**src/rtl/xstat_pkg.sv**
```systemverilog
// Package: shared constants and the packed field layout of the aggregate status word.
// Assumes the word is at least USED_BITS wide; upper bits are reserved and read as zero.
package xstat_pkg;
    localparam int NUM_LATCH = 5;
    localparam int USED_BITS = 8;

    // Sticky-latch index order inside the event/clear vectors
    localparam int LAT_RXERR = 0;
    localparam int LAT_FCAR  = 1;
    localparam int LAT_POL   = 2;
    localparam int LAT_PAGE  = 3;
    localparam int LAT_IRQ   = 4;

    // Bit positions in the aggregate word (software decodes these)
    localparam int BIT_SDQ   = 0;
    localparam int BIT_DLOCK = 1;
    localparam int BIT_MDIX  = 2;
    localparam int BIT_IRQ   = 3;
    localparam int BIT_PAGE  = 4;
    localparam int BIT_POL   = 5;
    localparam int BIT_RXERR = 6;
    localparam int BIT_FCAR  = 7;

    // Field layout, most significant first, matching the positions above
    typedef struct packed {
        logic fcar;
        logic rxerr;
        logic pol;
        logic page;
        logic irq;
        logic mdix;
        logic dlock;
        logic sdq;
    } stat_fields_t;
endpackage

```
**src/rtl/xstat_sticky_bit.sv**
```systemverilog
// Module: one sticky event flag. A set pulse forces it high, and a clear pulse from the
// owning register's read drops it. A set pulse wins over a clear pulse in the same cycle,
// so no event is lost.
// Assumes both pulses are single-cycle and synchronous to clk.
module xstat_sticky_bit (
    input  logic clk,
    input  logic rst_n,
    input  logic set_pulse,
    input  logic clr_pulse,
    output logic q
);
    // Purpose: set-dominant sticky flag with synchronous reset
    always_ff @(posedge clk) begin
        if (!rst_n)
            q <= 1'b0;
        else
            q <= set_pulse | (q & ~clr_pulse);
    end

    // An event always leaves the flag set, even beside a clearing read
    assert_evt_wins_R8: assert property (@(posedge clk) disable iff (!rst_n)
        set_pulse |=> q);

    // The owner's read with no new event clears the flag (covers each sticky requirement, e.g. R2)
    assert_owner_clear_R2: assert property (@(posedge clk) disable iff (!rst_n)
        (clr_pulse && !set_pulse) |=> !q);

    // With neither pulse, nothing else (including an aggregate read) moves the flag
    assert_hold_R7: assert property (@(posedge clk) disable iff (!rst_n)
        (!set_pulse && !clr_pulse) |=> (q == $past(q)));
endmodule

```
**src/rtl/xstat_sd_qualify.sv**
```systemverilog
// Module: qualified signal-detect. Passes raw detect, optionally gated by descrambler lock.
// Assumes the inputs are already synchronous levels; the output is combinational.
module xstat_sd_qualify (
    input  logic clk,
    input  logic rst_n,
    input  logic raw_sd,
    input  logic descr_lock,
    input  logic sd_qual_en,
    output logic sigdet_q
);
    // Purpose: gate raw detect with lock only while qualification is enabled
    always_comb begin
        sigdet_q = raw_sd & (descr_lock | ~sd_qual_en);
    end

    // Detect never asserts without raw detect
    assert_sd_needs_raw_R10: assert property (@(posedge clk) disable iff (!rst_n)
        !raw_sd |-> !sigdet_q);

    // While qualifying, missing lock suppresses detect
    assert_sd_needs_lock_R10: assert property (@(posedge clk) disable iff (!rst_n)
        (sd_qual_en && !descr_lock) |-> !sigdet_q);
endmodule

```
**src/rtl/xstat_word_pack.sv**
```systemverilog
// Module: assembles the aggregate word from sticky flags and levels, and captures it
// into the read-data register on an aggregate read strobe.
// Assumes STAT_W >= USED_BITS. The capture uses pre-edge flag values, so a read
// returns the state held just before any clear at that same edge.
module xstat_word_pack
    import xstat_pkg::*;
#(
    parameter int STAT_W = 16
) (
    input  logic                 clk,
    input  logic                 rst_n,
    input  logic                 rd_strobe,
    input  logic [NUM_LATCH-1:0] lat_q,
    input  logic                 sdq,
    input  logic                 dlock,
    input  logic                 mdix,
    output logic [STAT_W-1:0]    rd_data
);
    stat_fields_t        fields;
    logic [STAT_W-1:0]   word;

    // Purpose: map each source onto its field of the word
    always_comb begin
        fields       = '0;
        fields.sdq   = sdq;
        fields.dlock = dlock;
        fields.mdix  = mdix;
        fields.irq   = lat_q[LAT_IRQ];
        fields.page  = lat_q[LAT_PAGE];
        fields.pol   = lat_q[LAT_POL];
        fields.rxerr = lat_q[LAT_RXERR];
        fields.fcar  = lat_q[LAT_FCAR];
    end

    // Purpose: zero-extend the fields into the full-width word (reserved bits stay 0)
    always_comb begin
        word                = '0;
        word[USED_BITS-1:0] = fields;
    end

    // Purpose: capture the word on an aggregate read, otherwise hold
    always_ff @(posedge clk) begin
        if (!rst_n)
            rd_data <= '0;
        else if (rd_strobe)
            rd_data <= word;
    end

    // Captured data only moves on an aggregate read
    assert_rdata_hold_R13: assert property (@(posedge clk) disable iff (!rst_n)
        !rd_strobe |=> $stable(rd_data));

    generate
        if (STAT_W > USED_BITS) begin : g_resv
            // Reserved upper bits never read as anything but zero
            assert_reserved_zero_R12: assert property (@(posedge clk) disable iff (!rst_n)
                rd_data[STAT_W-1:USED_BITS] == '0);
        end
    endgenerate
endmodule

```
**src/rtl/xcvr_status_agg.sv**
```systemverilog
// Module: top of the aggregate status register. It holds one sticky flag per latched
// event source, each cleared by its own owner-register read strobe, plus the
// signal-detect qualifier and the word capture.
// Assumes all strobes and event pulses are single-cycle and synchronous to clk, and
// that reset is synchronous and active low.
module xcvr_status_agg
    import xstat_pkg::*;
#(
    parameter int STAT_W = 16
) (
    input  logic              clk,
    input  logic              rst_n,
    input  logic              rx_err_evt,
    input  logic              false_carr_evt,
    input  logic              pol_inv_evt,
    input  logic              page_rx_evt,
    input  logic              irq_evt,
    input  logic              rd_rxerr_cnt,
    input  logic              rd_fcar_cnt,
    input  logic              rd_tenbt_stat,
    input  logic              rd_an_exp,
    input  logic              rd_irq_stat,
    input  logic              rd_agg,
    input  logic              raw_sd,
    input  logic              descr_lock,
    input  logic              sd_qual_en,
    input  logic              mdix_swapped,
    output logic              sigdet_q,
    output logic [STAT_W-1:0] rd_data
);
    logic [NUM_LATCH-1:0] evt_v;
    logic [NUM_LATCH-1:0] clr_v;
    logic [NUM_LATCH-1:0] lat_q;

    // Purpose: gather event pulses and owner-read strobes into index-aligned vectors
    always_comb begin
        evt_v            = '0;
        clr_v            = '0;
        evt_v[LAT_RXERR] = rx_err_evt;
        evt_v[LAT_FCAR]  = false_carr_evt;
        evt_v[LAT_POL]   = pol_inv_evt;
        evt_v[LAT_PAGE]  = page_rx_evt;
        evt_v[LAT_IRQ]   = irq_evt;
        clr_v[LAT_RXERR] = rd_rxerr_cnt;
        clr_v[LAT_FCAR]  = rd_fcar_cnt;
        clr_v[LAT_POL]   = rd_tenbt_stat;
        clr_v[LAT_PAGE]  = rd_an_exp;
        clr_v[LAT_IRQ]   = rd_irq_stat;
    end

    generate
        for (genvar g = 0; g < NUM_LATCH; g++) begin : g_lat
            xstat_sticky_bit u_lat (
                .clk       (clk),
                .rst_n     (rst_n),
                .set_pulse (evt_v[g]),
                .clr_pulse (clr_v[g]),
                .q         (lat_q[g])
            );
        end
    endgenerate

    xstat_sd_qualify u_sdq (
        .clk        (clk),
        .rst_n      (rst_n),
        .raw_sd     (raw_sd),
        .descr_lock (descr_lock),
        .sd_qual_en (sd_qual_en),
        .sigdet_q   (sigdet_q)
    );

    xstat_word_pack #(.STAT_W(STAT_W)) u_pack (
        .clk       (clk),
        .rst_n     (rst_n),
        .rd_strobe (rd_agg),
        .lat_q     (lat_q),
        .sdq       (sigdet_q),
        .dlock     (descr_lock),
        .mdix      (mdix_swapped),
        .rd_data   (rd_data)
    );

    // A read that coincides with the receive-error clear still reports the set flag
    assert_read_preclear_R9: assert property (@(posedge clk) disable iff (!rst_n)
        (rd_agg && rd_rxerr_cnt && lat_q[LAT_RXERR]) |=> rd_data[BIT_RXERR]);
endmodule

```
**config.mk**
```make
export PLATFORM = sky130hd
export DESIGN_NAME = xcvr_status_agg
export DESIGN_NICKNAME = d
export VERILOG_FILES = /design/src/rtl/xstat_pkg.sv /design/src/rtl/xstat_sticky_bit.sv /design/src/rtl/xstat_sd_qualify.sv /design/src/rtl/xstat_word_pack.sv /design/src/rtl/xcvr_status_agg.sv
export SDC_FILE = /design/constraint.sdc
export NUM_CORES = 1
export LEC_CHECK = 0
export ABC_AREA = 1
export CAP_MARGIN = 10
export CELL_PAD_IN_SITES_DETAIL_PLACEMENT = 1
export CELL_PAD_IN_SITES_GLOBAL_PLACEMENT = 2
export CORE_MARGIN = 2
export CORE_UTILIZATION = 18
export CTS_BUF_LIST = sky130_fd_sc_hd__clkbuf_4
export DETAILED_ROUTE_END_ITERATION = 6
export HOLD_SLACK_MARGIN = 0.03
export PLACE_DENSITY = 0.82
export SYNTH_ARGS = -nofsm -noshare
export SYNTH_HDL_FRONTEND = slang
export SYNTH_SLANG_ARGS = --single-unit
```
**constraint.sdc**
```tcl
create_clock -name clk -period 0.8 [get_ports clk]
set_input_delay 0.2 -clock clk [delete_from_list [all_inputs] [get_ports clk]]
set_output_delay 0.2 -clock clk [all_outputs]
set_load 0.03 [all_outputs]
```
After elaboration in Yosys (flattened, before gate mapping). Index checks and enable logic that the tools add are counted.

Bitwise gates (word level): 18.

Operators by type and width (count): $and 1x1->1 (6); $not 1->1 (6); $or 1x1->1 (6).

Bits in registers: 13. Input bits: 17. Logic and storage cells: 24.

Depth between registers and ports, before layout. Gate-level depths: netlist of run 1.

Word-level depth: 3. Mapped depth: 4. Depth with buffers taken out: 4.

Modules after synthesis. From an unflattened synthesis of run 1, not the netlist that was laid out.

Cells, all modules: 93. Area, all modules: 655.6 µm².

By module, submodules not included: xstat_word_pack (instances 1, cells an instance 60, area each 420.4 µm², sequential area each 160.2 µm²); xstat_sticky_bit (instances 5, cells an instance 6, area each 43.8 µm², sequential area each 20.0 µm²); xstat_sd_qualify (instances 1, cells an instance 3, area each 16.3 µm², sequential area each 0.0 µm²).

Worst setup path before layout of run 1. OpenSTA, ideal clock, no wires.

Path kind: reg2reg. Start point: reg u_pack.rd_data[2] (netlist name). End point: reg u_pack.rd_data[2]. Library setup time: 0.065 ns. Arrival time: 0.684 ns. Data required time: 0.735 ns. Slack: 0.051 ns. Stages on the path, launching flop included: 3. Clock period less this slack: 0.749 ns. Path through: dfxtp_1 > o21ai_0 > nor2_1.

RTL lines: to (signal assigned) (RTL line xstat_word_pack.sv:46) `rd_data <= word;`; to (decl) (RTL line xstat_word_pack.sv:17) `output logic [STAT_W-1:0] rd_data`.

Worst setup path in the final report of run 1.
Start point: reg u_pack.rd_data[7]. End point: out rd_data[7].

RTL lines: to (decl) (RTL line xcvr_status_agg.sv:29) `output logic [STAT_W-1:0] rd_data`.

No word-level cell between the ends.

==> results of run 1 <==
## worst min path at each step
stage,to,from,slack (ns),cells after the start
5_1_grt,u_pack.rd_data[4]$_SDFFE_PN0P_,rst_n,0.39,3
6_report,u_pack.rd_data[4]$_SDFFE_PN0P_,rst_n,0.37,3
3_3_place_gp,g_lat[2].u_lat.q$_SDFF_PN0_,g_lat[2].u_lat.q$_SDFF_PN0_,0.47,2
4_1_cts,u_pack.rd_data[4]$_SDFFE_PN0P_,rst_n,0.36,3
3_5_place_dp,u_pack.rd_data[4]$_SDFFE_PN0P_,g_lat[3].u_lat.q$_SDFF_PN0_,0.48,2
2_1_floorplan,g_lat[0].u_lat.q$_SDFF_PN0_,rx_err_evt,0.32,2
## through the flow
| stage | hold WS [ns] | instance area, um2 | std cells | total power, mW | setup WS (ns) |
|---|---|---|---|---|---|
| after floorplan | 0.317 | 538 | 73 | 0.930 | 0.0513 |
| after global placement | 0.471 | 767 | 124 | 1.05 | -0.390 |
| after detailed placement | 0.484 | 767 | 124 | 1.06 | -0.432 |
| after CTS | 0.363 | 906 | 138 | 1.53 | -0.161 |
| after global routing | 0.389 | 895 | 136 | 1.59 | -0.194 |
| final | 0.368 | 895 | 136 | 1.49 | -0.143 |
## power by group
part	switching (mW)	leakage [nW]	internal, mW
clock	0.203	0.0177	0.185
combinational	0.199	0.316	0.184
sequential	0.0266	0.111	0.696
## synth_stat cells
cell and instances:
nand2_1 2, a21oi_1 7, dfxtp_1 13, inv_1 9, buf_4 9, nor2_1 17, o21ai_1 4, o21ai_0 4
conb_1 1
## final cells by class
class	instances	share of cell area
Timing Repair Buffer	37	0.380
Sequential cell	13	0.302
Multi-Input combinational cell	42	0.206
Tap cell	31	0.0434
Inverter	9	0.0378
Clock buffer	3	0.0252
Clock inverter	1	0.00559
## metal layers
metal  track usage  share of wire  vias to the layer above
li1              -              -                      266
met1        0.0839           0.36                      231
met2         0.182           0.55                       23
met3        0.0454          0.081                        0
met4             0              0                        0
met5             0              0                        -
## registers in the layout, summed over array words and instances (netlist names)
| name | cells |
|---|---|
| g_lat.u_lat.q | 5 |
| u_pack.rd_data | 8 |
## kinds of logic (layout without fill, tap and decap cells)
logic type,count (synthesis),after routing
AOI/OAI and AO/OA,15,15
buffers and inverters,18,50
DFF,13,13
other,1,8
and+or+nand+nor,19,19
## what timing repair did
action | CTS | global route
hold buffers | 0 | 0
pin swaps | 3 | 4
setup buffers | 10 | 0
setup endpoints to repair | 17 | 11
resized for setup | 32 | 1
==> impl_metrics.env, run 1 <==
export IMPL_status="finished, violations left"
export IMPL_violations="negative setup slack"
export IMPL_grt_usage=0.0897
export IMPL_timing_reg2reg_setup_slack_ns=0.05
export IMPL_setup_viol=9
export IMPL_routed_via_density=3.82
export IMPL_cts_max_level=1
export IMPL_synthAdderAreaFrac=0
export IMPL_wirelength_mm=1.34
export IMPL_end_kind="primary output"
export IMPL_antenna_cells=0
export IMPL_crit_path_end="rd_data[7]"
export IMPL_drive_gt1_frac=0.371
export IMPL_path_delay_family="flip-flops"
export IMPL_die_area_um2=3290
export IMPL_hold_viol=0
export IMPL_cts_sinks=13
export IMPL_synth_cells=66
export IMPL_io_pins=34
export IMPL_cp_data_required_time_ns=0.60
export IMPL_worst_path_max_fanout=2
export IMPL_final_common_cell="nor2_1"
export IMPL_clk_latency_ns=0.27
export IMPL_antenna_found_initial=0
export IMPL_regArea_um2=270
export IMPL_initial_core_util=0.187
export IMPL_dr_pass1_iters=2
export IMPL_path_clk_slew_ns=0.08
export IMPL_die_w_um=57.3
export IMPL_cp_cell_sequence="buf_6"
export IMPL_synth_cell_types=9
export IMPL_utilization=0.327
export IMPL_r2r_cells=3
export IMPL_synth_area_leader_cell="dfxtp_1"
export IMPL_vdd_ir_drop_max_v=0.000793
export IMPL_grt_pass1_wl_mm=2.22
export IMPL_power_density_nw_per_um2=1670
export IMPL_drc_errors=0
export IMPL_max_freq_ghz=1.06
export IMPL_drt_iter0_drc=7
export IMPL_path_buf_inv=1
export IMPL_final_period_utilization=1.18
export IMPL_ctsLongestPathBuffers=2
export IMPL_vias=520
export IMPL_place_gp_congestion=0.650
export IMPL_drv_cap=0
export IMPL_cp_start_kind="register"
export IMPL_overflow=0
export IMPL_synthesis_area_um2=512
export IMPL_die_y_um=57.3
export IMPL_hpwlAfterDp_mm=1.01
export IMPL_drv_slew=0
export IMPL_ys_seq_area_frac=0.509
export IMPL_worstReg2RegStart="u_pack.rd_data[0]$_SDFFE_PN0P_"
export IMPL_setup_tns_ns=-1.08
export IMPL_clock_skew_ns=0.000167
export IMPL_fp_coreArea_um2=2730
export IMPL_multi_input_area_um2=184
export IMPL_ys_ff_latch=13
export IMPL_portBuffers=25
export IMPL_cts_tree="built"
export IMPL_muxShareOfSynthArea=0
export IMPL_root_buffer="clkbuf_4"
export IMPL_avgSynthCellArea_um2=7.75
export IMPL_arrival_ns=0.74
export IMPL_synth_compound_area_frac=0.147
export IMPL_fillers=344
export IMPL_cp_depth=1
export IMPL_leakagePower_nw=0.444
export IMPL_yosysTopAreaCellShare=0.509
export IMPL_fin_crit_ns=0.943
export IMPL_grt_pass1_vias=548
export IMPL_synth_top_family_by_area="buffers and inverters"
export IMPL_layout_nets=123
export IMPL_synthXorXnorAreaFrac=0
export IMPL_hold_class="in2reg"
export IMPL_mostFrequentLayoutCells="nor2_1 (17), buf_4 (12), clkdlybuf4s50_1 (11)"
export IMPL_syn2layout_area_growth_pct=74.8
export IMPL_cp_slowest_cell="dfxtp_2"
export IMPL_wl_per_cell_um=9.85
export IMPL_worstSetupPathType="reg2out"
export IMPL_synthTopCellsByArea="dfxtp_1 (51%), buf_4 (13%), nor2_1 (12%)"
export IMPL_slowest_delay_ns=0.35
export IMPL_synthSimpleGateAreaFrac=0.139
export IMPL_rsz0062_at_grt="yes"
export IMPL_ant_nets=0
export IMPL_grt_max_degree=9
export IMPL_startpoint="u_pack.rd_data[7]$_SDFFE_PN0P_"
export IMPL_cts_made_buffers=3
export IMPL_ys_warn_count=0
export IMPL_placementRows=19
export IMPL_r2r_end="u_pack.rd_data[0]$_SDFFE_PN0P_"
export IMPL_worst_slack_ns=-0.143
No activity file was read; power rests on OpenSTA's default activity.
==> run 2: changes to the inputs <==
--- a/config.mk
+++ b/config.mk
@@ -10,11 +10,11 @@
 export CELL_PAD_IN_SITES_DETAIL_PLACEMENT = 1
 export CELL_PAD_IN_SITES_GLOBAL_PLACEMENT = 2
 export CORE_MARGIN = 2
-export CORE_UTILIZATION = 18
+export CORE_UTILIZATION = 16
 export CTS_BUF_LIST = sky130_fd_sc_hd__clkbuf_4
 export DETAILED_ROUTE_END_ITERATION = 6
 export HOLD_SLACK_MARGIN = 0.03
-export PLACE_DENSITY = 0.82
+export PLACE_DENSITY = 0.77
 export SYNTH_ARGS = -nofsm -noshare
 export SYNTH_HDL_FRONTEND = slang
 export SYNTH_SLANG_ARGS = --single-unit
==> constraint.sdc (replaced) <==
create_clock -name clk -period 0.85 [get_ports clk]
set_input_delay 0.2125 -clock clk [delete_from_list [all_inputs] [get_ports clk]]
set_output_delay 0.2125 -clock clk [all_outputs]
set_load 0.03 [all_outputs]
==> impl_metrics.env, run 2 (same netlist as run 1, synthesis figures left out) <==
export IMPL_io_pins=34
export IMPL_die_area_um2=3670
export IMPL_rsz0062_at_grt="yes"
export IMPL_place_gp_congestion=0.568
export IMPL_cts_made_buffers=3
export IMPL_grt_max_degree=10
export IMPL_grt_pass1_vias=502
export IMPL_mostFrequentLayoutCells="nor2_1 (17), clkdlybuf4s50_1 (11), buf_6 (11)"
export IMPL_antenna_cells=0
export IMPL_worstSetupPathType="reg2out"
export IMPL_initial_core_util=0.168
export IMPL_top_register="u_pack.rd_data"
export IMPL_cp_start_kind="register"
export IMPL_dpl_cell_count=137
export IMPL_cts_tree="built"
export IMPL_cp_slowest_cell="dfxtp_2"
export IMPL_switching_power_mw=0.399
export IMPL_path_delay_family="flip-flops"
export IMPL_fin_cells=146
export IMPL_die_w_um=60.6
export IMPL_hold_class="in2reg"
export IMPL_worstReg2RegStart="u_pack.rd_data[6]$_SDFFE_PN0P_"
export IMPL_worstHoldEndpoint="u_pack.rd_data[1]$_SDFFE_PN0P_"
export IMPL_hpwlAfterDp_mm=1.02
export IMPL_slowest_delay_ns=0.34
export IMPL_drv_cap=0
export IMPL_setup_viol=9
export IMPL_power_density_nw_per_um2=1570
export IMPL_vias=510
export IMPL_layout_nets=120
export IMPL_portBuffers=25
export IMPL_cp_data_required_time_ns=0.64
export IMPL_wirelength_mm=1.27
export IMPL_clock_skew_ns=0.000613
export IMPL_grt_busiest_layer="met2"
export IMPL_setup_tns_ns=-0.780
export IMPL_r2r_end="u_pack.rd_data[6]$_SDFFE_PN0P_"
export IMPL_overflow=0
export IMPL_syn2layout_area_growth_pct=72.9
export IMPL_grt_usage=0.0788
export IMPL_startpoint="u_pack.rd_data[7]$_SDFFE_PN0P_"
export IMPL_whs_ns=0.418
export IMPL_cts_max_level=1
export IMPL_ant_nets=0
export IMPL_timing_reg2reg_setup_slack_ns=0.14
export IMPL_power_share_combinational=0.248
export IMPL_grt_util_met2=0.157
export IMPL_antenna_found_initial=0
export IMPL_placementRows=20
export IMPL_drv_slew=0
export IMPL_root_buffer="clkbuf_4"
export IMPL_met3_usage=0.0448
export IMPL_clk_latency_ns=0.27
export IMPL_grt_pass1_wl_mm=2.13
export IMPL_r2r_cells=3
export IMPL_ctsLongestPathBuffers=2
export IMPL_min_path_cells=3
export IMPL_max_freq_ghz=1.05
export IMPL_holdCritStartpoint="rd_agg"
export IMPL_fp_coreArea_um2=3050
export IMPL_dr_pass1_iters=2
export IMPL_violations="negative setup slack"
export IMPL_drive_gt1_frac=0.333
export IMPL_routed_via_density=3.49
export IMPL_drt_iter0_drc=12
export IMPL_met1_usage=0.0743
export IMPL_final_common_cell="nor2_1"
export IMPL_internal_power_mw=0.994
export IMPL_cts_sinks=13
export IMPL_clkPwrFrac=0.263
export IMPL_leakagePower_nw=0.432
export IMPL_final_period_utilization=1.12
export IMPL_end_kind="primary output"
export IMPL_top_regs="u_pack.rd_data: 8 flops, g_lat.u_lat.q: 5 flops"
export IMPL_path_buf_inv=1
export IMPL_dp_slack_ns=-0.400
export IMPL_die_y_um=60.6
export IMPL_dpl_cell_area_um2=783
export IMPL_vdd_ir_drop_max_v=0.000748
export IMPL_path_clk_slew_ns=0.08
export IMPL_cts_hold_fix_buffers=0
export IMPL_sequentialPowerShare=0.489
export IMPL_largest_reg_flops=8
export IMPL_hold_viol=0
export IMPL_arrival_ns=0.74
export IMPL_worst_slack_ns=-0.102
export IMPL_swShare=0.287
export IMPL_status="finished, violations left"
export IMPL_drc_errors=0
export IMPL_cp_cell_sequence="buf_6"
export IMPL_design_area_um2=885
export IMPL_worst_path_max_fanout=2
export IMPL_fin_crit_ns=0.952
export IMPL_wl_per_cell_um=8.72
run 2: cell types whose count changed in the layout (fill, tap and decap cells not counted):
cell / before / now
buf_4: 12 / 8
a21oi_1: 5 / 7
a21oi_2: 2 / 0
buf_2: 2 / 1
buf_6: 10 / 11
clkbuf_2: 0 / 1
o21ai_0: 3 / 2
o21ai_1: 5 / 6
run 2: power by group through the flow:
| stage | clock network [mW] | registers, mW | logic [mW] |
|---|---|---|---|
| 2_1_floorplan | 0 | 0.731 | 0.144 |
| 3_3_place_gp | 0 | 0.683 | 0.308 |
| 3_5_place_dp | 0 | 0.686 | 0.315 |
| 4_1_cts | 0.396 | 0.682 | 0.343 |
| 5_1_grt | 0.426 | 0.687 | 0.377 |
| 6_report | 0.367 | 0.681 | 0.345 |
run 2: worst max path at each step:
stage	cells past startpoint	endpoint	slack, ns
after floorplan	2	u_pack.rd_data[2]$_SDFFE_PN0P_	0.10
after CTS	1	rd_data[3]	-0.12
after global routing	1	rd_data[7]	-0.15
after detailed placement	6	sigdet_q	-0.40
final	1	rd_data[7]	-0.10
after global placement	6	sigdet_q	-0.36
run 2: through the flow:
step,power [mW],util
final,1.39,0.290
after global routing,1.49,0.290
after CTS,1.42,0.286
after detailed placement,1.00,0.257
after global placement,0.992,0.257
after floorplan,0.875,-
run 2: metal layers:
layer	vias up	part of all wire
met1	227	0.36
met3	0	0.082
met4	0	0
li1	261	-
met5	-	0
met2	22	0.56
run 2: layout make-up:
| type | instances | area, um2 |
|---|---|---|
| clock buffer | 3 | 22.5 |
| sequential | 13 | 270 |
| timing repair buffer | 34 | 322 |
| fill | 396 | 2170 |
| clock inverter | 1 | 5.00 |
| tap | 44 | 55.1 |
| multi-input combinational | 42 | 176 |
| inverter | 9 | 33.8 |
run 2: what timing repair did:
item	CTS	global route
setup endpoints to repair	20	9
setup buffers	3	2
gates resized for setup	32	1
pin swaps	2	2
